## config.mk

```make
export PLATFORM = sky130hd
export DESIGN_NAME = i2c_seq_reader
export DESIGN_NICKNAME = d
export VERILOG_FILES = /design/src/rtl/i2c_seq_pkg.sv /design/src/rtl/i2c_seq_dp.sv /design/src/rtl/i2c_seq_ctrl.sv /design/src/rtl/i2c_seq_reader.sv
export SDC_FILE = /design/constraint.sdc
export NUM_CORES = 1
export LEC_CHECK = 0
export ABC_AREA = 1
export BUFFER_PORTS_ARGS = -buffer_cell sky130_fd_sc_hd__buf_2
export CAP_MARGIN = 20
export CORE_MARGIN = 2
export CORE_UTILIZATION = 29
export CTS_CLUSTER_DIAMETER = 200
export CTS_CLUSTER_SIZE = 24
export DETAILED_ROUTE_END_ITERATION = 8
export HOLD_SLACK_MARGIN = 0.08
export PLACE_DENSITY_LB_ADDON = 0.08
export SYNTH_ARGS = -nofsm -noshare
export SYNTH_HDL_FRONTEND = slang
export SYNTH_SLANG_ARGS = --single-unit
```

## constraint.sdc

```tcl
create_clock -name clk -period 4 [get_ports clk]
set_input_delay 0.6 -clock clk [delete_from_list [all_inputs] [get_ports clk]]
set_output_delay 0.6 -clock clk [all_outputs]
set_load 0.01 [all_outputs]
```

## src/rtl/i2c_seq_pkg.sv

```systemverilog
package i2c_seq_pkg;

  typedef enum logic [2:0] {
    ST_IDLE,
    ST_ADDR,
    ST_AACK,
    ST_TX,
    ST_MACK,
    ST_NEXT,
    ST_SKIP
  } seqState_t;

  typedef struct packed {
    logic cntClr;
    logic cntInc;
    logic rxShift;
    logic txLoad;
    logic txShift;
    logic ptrClr;
    logic ptrInc;
  } dpStrobe_t;

endpackage

```

## src/rtl/i2c_seq_dp.sv

```systemverilog
module i2c_seq_dp
  import i2c_seq_pkg::*;
#(
  parameter int NUM_BYTES   = 16,
  parameter int SYNC_STAGES = 2,
  parameter int PTR_W       = 4,
  parameter int CNT_W       = 4
) (
  input  logic             clk,
  input  logic             rstN,
  input  logic             sclIn,
  input  logic             sdaIn,
  input  logic             loadEn,
  input  logic [PTR_W-1:0] loadIdx,
  input  logic [7:0]       loadData,
  input  dpStrobe_t        stb,
  output logic             sclLvl,
  output logic             sdaLvl,
  output logic             sclRise,
  output logic             sclFall,
  output logic             startDet,
  output logic             stopDet,
  output logic [CNT_W-1:0] bitCnt,
  output logic [7:0]       rxByte,
  output logic             txMsb,
  output logic [PTR_W-1:0] ptr
);

  localparam logic [PTR_W-1:0] LAST_IDX = PTR_W'(NUM_BYTES - 1);

  logic [SYNC_STAGES-1:0] sclSh, sdaSh;
  logic                   sclD, sdaD;
  logic [7:0]             txSh;
  logic [7:0]             bank [NUM_BYTES];

  // input synchronisers; the bus idles high
  generate
    if (SYNC_STAGES == 1) begin : gSync1
      always_ff @(posedge clk) begin
        if (!rstN) begin
          sclSh <= '1;
          sdaSh <= '1;
        end else begin
          sclSh <= sclIn;
          sdaSh <= sdaIn;
        end
      end
    end else begin : gSyncN
      always_ff @(posedge clk) begin
        if (!rstN) begin
          sclSh <= '1;
          sdaSh <= '1;
        end else begin
          sclSh <= {sclSh[SYNC_STAGES-2:0], sclIn};
          sdaSh <= {sdaSh[SYNC_STAGES-2:0], sdaIn};
        end
      end
    end
  endgenerate

  assign sclLvl = sclSh[SYNC_STAGES-1];
  assign sdaLvl = sdaSh[SYNC_STAGES-1];

  always_ff @(posedge clk) begin
    if (!rstN) begin
      sclD <= 1'b1;
      sdaD <= 1'b1;
    end else begin
      sclD <= sclLvl;
      sdaD <= sdaLvl;
    end
  end

  assign sclRise  = sclLvl & ~sclD;
  assign sclFall  = ~sclLvl & sclD;
  assign startDet = sclLvl & sclD & sdaD & ~sdaLvl;
  assign stopDet  = sclLvl & sclD & ~sdaD & sdaLvl;

  // bit counter and receive shifter
  always_ff @(posedge clk) begin
    if (!rstN) begin
      bitCnt <= '0;
      rxByte <= '0;
    end else begin
      if (stb.cntClr)      bitCnt <= '0;
      else if (stb.cntInc) bitCnt <= bitCnt + 1'b1;
      if (stb.rxShift)     rxByte <= {rxByte[6:0], sdaLvl};
    end
  end

  // read pointer with wrap
  always_ff @(posedge clk) begin
    if (!rstN)                           ptr <= '0;
    else if (stb.ptrClr)                 ptr <= '0;
    else if (stb.ptrInc && ptr == LAST_IDX) ptr <= '0;
    else if (stb.ptrInc)                 ptr <= ptr + 1'b1;
  end

  // register bank and transmit shifter
  always_ff @(posedge clk) begin
    if (!rstN) begin
      for (int i = 0; i < NUM_BYTES; i++) bank[i] <= '0;
    end else if (loadEn && int'(loadIdx) < NUM_BYTES) begin
      bank[loadIdx] <= loadData;
    end
  end

  always_ff @(posedge clk) begin
    if (!rstN)            txSh <= '0;
    else if (stb.txLoad)  txSh <= bank[ptr];
    else if (stb.txShift) txSh <= {txSh[6:0], 1'b0};
  end

  assign txMsb = txSh[7];

endmodule

```

## src/rtl/i2c_seq_ctrl.sv

```systemverilog
module i2c_seq_ctrl
  import i2c_seq_pkg::*;
#(
  parameter logic [6:0] DEV_ADDR = 7'h2A,
  parameter int         CNT_W    = 4
) (
  input  logic             clk,
  input  logic             rstN,
  input  logic             sdaLvl,
  input  logic             sclRise,
  input  logic             sclFall,
  input  logic             startDet,
  input  logic             stopDet,
  input  logic [CNT_W-1:0] bitCnt,
  input  logic [7:0]       rxByte,
  input  logic             txMsb,
  output dpStrobe_t        stb,
  output seqState_t        state,
  output logic             driveLow
);

  localparam logic [CNT_W-1:0] BYTE_BITS = CNT_W'(8);
  localparam logic [7:0]       READ_HDR  = {DEV_ADDR, 1'b1};

  seqState_t nxt;

  always_comb begin
    nxt = state;
    stb = '0;
    if (startDet) begin
      nxt        = ST_ADDR;
      stb.cntClr = 1'b1;
      stb.ptrClr = 1'b1;
    end else if (stopDet) begin
      nxt = ST_IDLE;
    end else begin
      case (state)
        ST_ADDR: begin
          if (sclRise) begin
            stb.rxShift = 1'b1;
            stb.cntInc  = 1'b1;
          end else if (sclFall && bitCnt == BYTE_BITS) begin
            nxt = (rxByte == READ_HDR) ? ST_AACK : ST_SKIP;
          end
        end
        ST_AACK: begin
          if (sclFall) begin
            nxt        = ST_TX;
            stb.txLoad = 1'b1;
            stb.cntClr = 1'b1;
          end
        end
        ST_TX: begin
          if (sclRise) begin
            stb.cntInc = 1'b1;
          end else if (sclFall) begin
            if (bitCnt == BYTE_BITS) nxt = ST_MACK;
            else                     stb.txShift = 1'b1;
          end
        end
        ST_MACK: begin
          if (sclRise) begin
            if (!sdaLvl) begin
              stb.ptrInc = 1'b1;
              nxt        = ST_NEXT;
            end else begin
              nxt = ST_SKIP;
            end
          end
        end
        ST_NEXT: begin
          if (sclFall) begin
            nxt        = ST_TX;
            stb.txLoad = 1'b1;
            stb.cntClr = 1'b1;
          end
        end
        default: ;
      endcase
    end
  end

  always_ff @(posedge clk) begin
    if (!rstN) state <= ST_IDLE;
    else       state <= nxt;
  end

  assign driveLow = (state == ST_AACK) | ((state == ST_TX) & ~txMsb);

endmodule

```

## src/rtl/i2c_seq_reader.sv

```systemverilog
module i2c_seq_reader
  import i2c_seq_pkg::*;
#(
  parameter logic [6:0] DEV_ADDR    = 7'h2A,
  parameter int         NUM_BYTES   = 16,
  parameter int         SYNC_STAGES = 2,
  localparam int        PTR_W       = (NUM_BYTES > 1) ? $clog2(NUM_BYTES) : 1
) (
  input  logic             clk,
  input  logic             rstN,
  input  logic             sclIn,
  input  logic             sdaIn,
  output logic             sdaDriveLow,
  input  logic             loadEn,
  input  logic [PTR_W-1:0] loadIdx,
  input  logic [7:0]       loadData
);

  localparam int CNT_W = 4;

  dpStrobe_t        stb;
  seqState_t        ctrlState;
  logic             sclLvl, sdaLvl, sclRise, sclFall, startDet, stopDet, txMsb;
  logic [CNT_W-1:0] bitCnt;
  logic [7:0]       rxByte;
  logic [PTR_W-1:0] ptr;

  i2c_seq_dp #(
    .NUM_BYTES(NUM_BYTES), .SYNC_STAGES(SYNC_STAGES), .PTR_W(PTR_W), .CNT_W(CNT_W)
  ) uDp (
    .clk(clk), .rstN(rstN), .sclIn(sclIn), .sdaIn(sdaIn),
    .loadEn(loadEn), .loadIdx(loadIdx), .loadData(loadData), .stb(stb),
    .sclLvl(sclLvl), .sdaLvl(sdaLvl), .sclRise(sclRise), .sclFall(sclFall),
    .startDet(startDet), .stopDet(stopDet), .bitCnt(bitCnt), .rxByte(rxByte),
    .txMsb(txMsb), .ptr(ptr)
  );

  i2c_seq_ctrl #(.DEV_ADDR(DEV_ADDR), .CNT_W(CNT_W)) uCtrl (
    .clk(clk), .rstN(rstN), .sdaLvl(sdaLvl), .sclRise(sclRise), .sclFall(sclFall),
    .startDet(startDet), .stopDet(stopDet), .bitCnt(bitCnt), .rxByte(rxByte),
    .txMsb(txMsb), .stb(stb), .state(ctrlState), .driveLow(sdaDriveLow)
  );

endmodule

```

== Word-level counts from Yosys, hierarchy flattened ==
Memory sizes are Yosys's and may differ from the RTL's. A register that Yosys moved wholly into a read port is not among the register bits.
Index checks and enable logic that the tools add are counted.

* Bits in registers: 33
* Bits of input ports: 17
* RAM bits: 128
* Memories kept: 1
* Logic and storage cells: 104
* Output and inout bits: 1

{| class="wikitable"
|+ Memories
! memory !! words !! width !! rd ports !! clocked after memory_dff !! wr ports !! line !! text
|-
| uDp.bank || 16 || 8 || 1 || 1 || 16 || i2c_seq_dp.sv:34 || <nowiki>logic [7:0] bank [NUM_BYTES];</nowiki>
|}

* Eq/ne operators: 22
* $add $sub $neg: 2
* Bitwise logic cells: 15
* Reduce and logical (&&, ||, !) cells: 12
* Mux-type cells: 42

{| class="wikitable"
|+ Operators with widths
! operator !! count
|-
| 2-to-1 mux 3 bit || 8
|-
| 2-to-1 mux 8 bit || 3
|-
| 2-to-1 mux 1 bit || 22
|-
| 2-to-1 mux 4 bit || 4
|-
| AND reduction 8 bit || 2
|-
| inequality test 4 x 3 -> 1 bit (second input constant) || 3
|-
| inequality test 4 bit (second input constant) || 3
|-
| one-hot mux 3 bit (4 select lines) || 1
|-
| adder 4 x 1 -> 4 bit (second input constant) || 2
|-
| bitwise AND 1 bit || 8
|-
| equality test 4 bit (second input constant) || 2
|-
| equality test 8 x 7 -> 1 bit (second input constant) || 1
|-
| inequality test 2 x 1 -> 1 bit (second input constant) || 4
|-
| OR reduction 8 bit || 1
|-
| equality test 3 x 2 -> 1 bit (second input constant) || 2
|-
| equality test 3 bit (second input constant) || 2
|-
| inequality test 2 bit (second input constant) || 3
|-
| inverter 1 bit || 6
|-
| nonzero test 6 bit || 1
|-
| OR reduction 3 bit || 2
|-
| 2-to-1 mux 5 bit || 1
|-
| 2-to-1 mux 2 bit || 2
|-
| inequality test 4 x 1 -> 1 bit (second input constant) || 1
|-
| nonzero test 4 bit || 1
|-
| 6 further kinds || 8
|}

== Depth between registers and ports, before layout ==
* Depth in word-level cells: 9
* Depth in mapped cells: 11
* Gate-level depth less buffers: 10

== By module ==
A second synthesis with hierarchy kept.

* Cells, all modules: 942
* Area total of the unflattened synthesis: 7888.8 µm²

{| class="wikitable"
|+ By module, submodules not included
! module !! area an instance (µm²) !! times used !! sequential area each (µm²) !! cells an instance
|-
| i2c_seq_dp || 7518.5 || 1 || 4524.3 || 865
|-
| i2c_seq_ctrl || 370.4 || 1 || 60.1 || 77
|}

== Least setup slack after synthesis ==
OpenSTA, ideal clock, no wires.

* Path type: input -> register
* Start: input rstN
* End: memory uDp.bank[10][0] (enable)
* Required time: 3.671 ns
* Stages on the path: 5
* Setup time: 0.329 ns
* Buffers on the path: 1
* Arrival: 1.591 ns
* Path slack: 2.080 ns
* Path through: buf_2 > nand2_1 > nor3_4 > nand2_2 > nand2_1

{| class="wikitable"
|+ RTL lines
! element !! line !! text
|-
| start, declared || i2c_seq_reader.sv:10 || <nowiki>input logic rstN,</nowiki>
|-
| end, declared || i2c_seq_dp.sv:34 ||
|}

==> results.py <==
metrics = {
    "outcome": {
        "status": "finished clean",
    },
    "global_routing": {
        "overflow": 0,
        "antenna_found_initial": 0,
        "grt_pass1_vias": 5470,
        "grt_max_degree": 69,
        "grt_usage": 0.1555,
        "grt_pass1_wl_um": 32410,
    },
    "yosys": {
        "synth_fp_nets": 898,
        "ys_ff_latch": 165,
        "yosys_warnings": 0,
        "netlist_area_sq_mm": 0.007710,
        "synth_cell_types": 34,
        "syn-instance-count": 878,
        "ys_seq_area_frac": 0.5946,
        "syn_area_per_cell_sq_um": 8.781,
    },
    "floorplanning": {
        "die_y_um": 167.1,
        "die_w_um": 167.1,
        "core_sq_mm": 0.02606,
        "dieArea_sq_mm": 0.02791,
        "ioPinCount": 18,
        "rows": 59,
        "start_util": 0.2959,
    },
    "setup_path": {
        "cp_data_arrival_time_ps": 2580,
        "crit_type": "reg2reg",
        "cp.depth": 10,
        "critPathRequiredTime_ps": 4350,
        "end_kind": "flop",
        "crit_slowest_cell": "clkinv_1",
        "rr_worst_depth": 10,
        "worstPathMaxFanout": 31,
        "start_kind": "flop",
        "crit_chain": "buf_4 -> clkinv_1 -> buf_4 -> nor2_1 -> o21ai_0 -> nand3_1 -> nand2_1 -> nand2_1 -> nand3_1 -> a21oi_1",
        "critical_path.top_delay_family": "buffers and inverters",
        "path_buf_inv": 3,
        "critical-path-max-stage-delay_ps": 440,
    },
    "timing": {
        "drv_slew": 0,
        "clock.fmax_mhz": 447.4,
        "slew-limit-headroom": 0.3734,
        "period_share": 0.5588,
        "finalSetupViolCount": 0,
        "finalHoldViolations": 0,
        "worst_slew_pin_slew_ps": 938.9,
        "period_needed_ps": 2235,
        "fin_worst_skew_ps": 16.44,
        "setup_tns_ps": 0,
        "grt_setup_unrepaired": "false",
    },
    "placement": {
        "io_buffers": 17,
        "dp_hpwl_um": 13780,
        "place.gp.congestion": 0.7857,
    },
    "pwr": {
        "p_sw_mw": 1.033,
        "power_frac_seq": 0.507,
        "p_per_area_mw_per_mm2": 446.9,
        "netSwitchingFraction": 0.2668,
        "ir_drop_mv": 0.2992,
        "p_int_mw": 2.837,
        "power_frac_clock": 0.423,
        "p_leak_nw": 3.543,
        "total_power_mw": 3.870,
        "p_comb_frac": 0.070,
    },
    "final_layout": {
        "layout_commonest_cell": "nand2_1",
        "diodes": 0,
        "drive_above_1_share": 0.1086,
        "nets": 900,
        "final_cell_mix": "223 x nand2_1, 159 x nor2_1, 128 x edfxtp_1",
        "syn2layout_area_growth_pct": 12.30,
    },
    "cts": {
        "clock_sinks": 165,
        "cts_resized": 0,
        "hold_buffers": 0,
        "cts_tree": "done",
        "post_cts_buffers": 0,
        "ctsLongestPathBuffers": 2,
        "path_clk_slew_ps": 70,
        "root_buffer": "clkbuf_16",
        "clk-insertion-delay-late_ps": 440,
        "h-tree-depth": 4,
        "numCtsBuffers": 17,
    },
    "detailed_routing": {
        "routed_via_density": 4.521,
        "routedWlPerCell_um": 17.10,
        "vias": 5552,
        "first_pass_iters": 4,
        "drc": 0,
        "drtIter0Drc": 303,
        "ant_nets": 0,
        "wl_um": 21000,
    },
    "hold_path": {
        "hp-start": "sclIn",
        "hold_class": "in2reg",
        "min_path_cells": 2,
    },
    "job": {
        "cap_viol_max_count": 0,
    },
}
-- through the flow --
stage | utilization | instances | setup slack (ps) | hold slack [ps] | cell area, sq um
finish | 0.3323 | 1228 | 1765 | 372.7 | 8658
global route | 0.3323 | 1228 | 1596 | 362.8 | 8658
CTS | 0.3323 | 1228 | 1748 | 362.3 | 8658
detailed placement | 0.3100 | 1196 | 1610 | 403.6 | 8078
global placement | 0.3092 | 1195 | 1594 | 397.2 | 8058
floorplan | - | 878 | 2080 | 392.5 | 7710
-- cell families after synthesis --
logic type | count (synthesis) | synth area share
and+or+nand+nor | 521 | 0.2900
DFF | 165 | 0.5946
buffers and inverters | 138 | 0.07254
AOI/OAI and AO/OA | 50 | 0.03684
adders and majority gates | 3 | 0.004869
xor gates and xnor gates | 1 | 0.001136
-- worst reg2reg max path: stages, from the launching register on --
cell and delay, ps:
dfxtp_1 320, buf_4 340, clkinv_1 440, buf_4 360
nor2_1 140, o21ai_0 100, nand3_1 120, nand2_1 70
nand2_1 60, nand3_1 80, a21oi_1 120
-- power by group through the flow --
stage | combinational (mW) | sequential, mW | clock, mW
floorplan | 0.186 | 1.99 | 0
global placement | 0.280 | 2.00 | 0
detailed placement | 0.275 | 2.00 | 0
CTS | 0.277 | 1.96 | 1.67
global route | 0.307 | 1.97 | 1.74
finish | 0.272 | 1.96 | 1.64
-- cell type report --
class	instances	area, sq um
inverters	99	371.6
well taps	335	419.2
clock buffers	18	429.2
repair buffers	22	135.1
clock inverters	14	151.4
flip-flops and latches	165	4586
multi-input cells	575	2566
fillers	2733	17400
-- synthesized netlist by cell type --
cell type    n  area (sq um)
nor2_1     159         596.8
nor2_4       2         22.52
o21ai_0     16         80.08
or2_0        1         6.260
nand2_1    223         837.1
inv_2        5         18.77
buf_2       18         90.09
ha_1         3         37.54
clkinv_1     1         3.750
nand2_2     20         125.1
nor2_2       4         25.02
a21oi_1     22         110.1
nor3_1       3         15.01
nor4_1       2         12.51
inv_1       93         349.1
a211oi_1     1         7.510
nor3b_1      2         15.01
buf_4        1         7.510
or2_2        4         25.02
and3_1       1         6.260
a21boi_0     1         7.510
clkbuf_1    14         52.55
xor2_1       1         8.760
nand3_1     93         465.5
o21ai_2      1         8.760
nor3_4       4         65.06
edfxtp_1   128          3844
buf_6        2         22.52
dfxtp_1     37         740.7
a21oi_2      3         26.28
nand4_1      3         18.77
o211ai_1     5         37.54
buf_1        4         15.01
o22ai_1      1         6.260
-- state kept, by name (all words and copies together) (netlist names), named ones only --
name and count:
uCtrl.state 3, uDp.bank 128, uDp.bitCnt 4, uDp.ptr 4, uDp.rxByte 8, uDp.sclD 1, uDp.sclSh 2, uDp.sdaD 1
uDp.sdaSh 2, uDp.txSh 8
-- path summary, 6_finish.rpt --
| path | end | slack [ps] |
|---|---|---|
| max | uDp.txSh[4]$_SDFFE_PN0P_ | 1760 |
| min | uDp.sclSh[0]$_SDFF_PN1_ | 370 |
| max reg2reg | uDp.txSh[4]$_SDFFE_PN0P_ | 1760 |
| min reg2reg | uDp.sclSh[1]$_SDFF_PN1_ | 420 |
-- routing by layer --
| layer | up-vias | track usage | wire length, um |
|---|---|---|---|
| li1 | 2832 | - | - |
| met1 | 2618 | 0.2097 | 9988 |
| met3 | 13 | 0.03113 | 689 |
| met5 | - | 0 | 0 |
| met4 | 0 | 0.03261 | 174 |
| met2 | 89 | 0.2596 | 10150 |
Power figures use the tool's default switching activity.
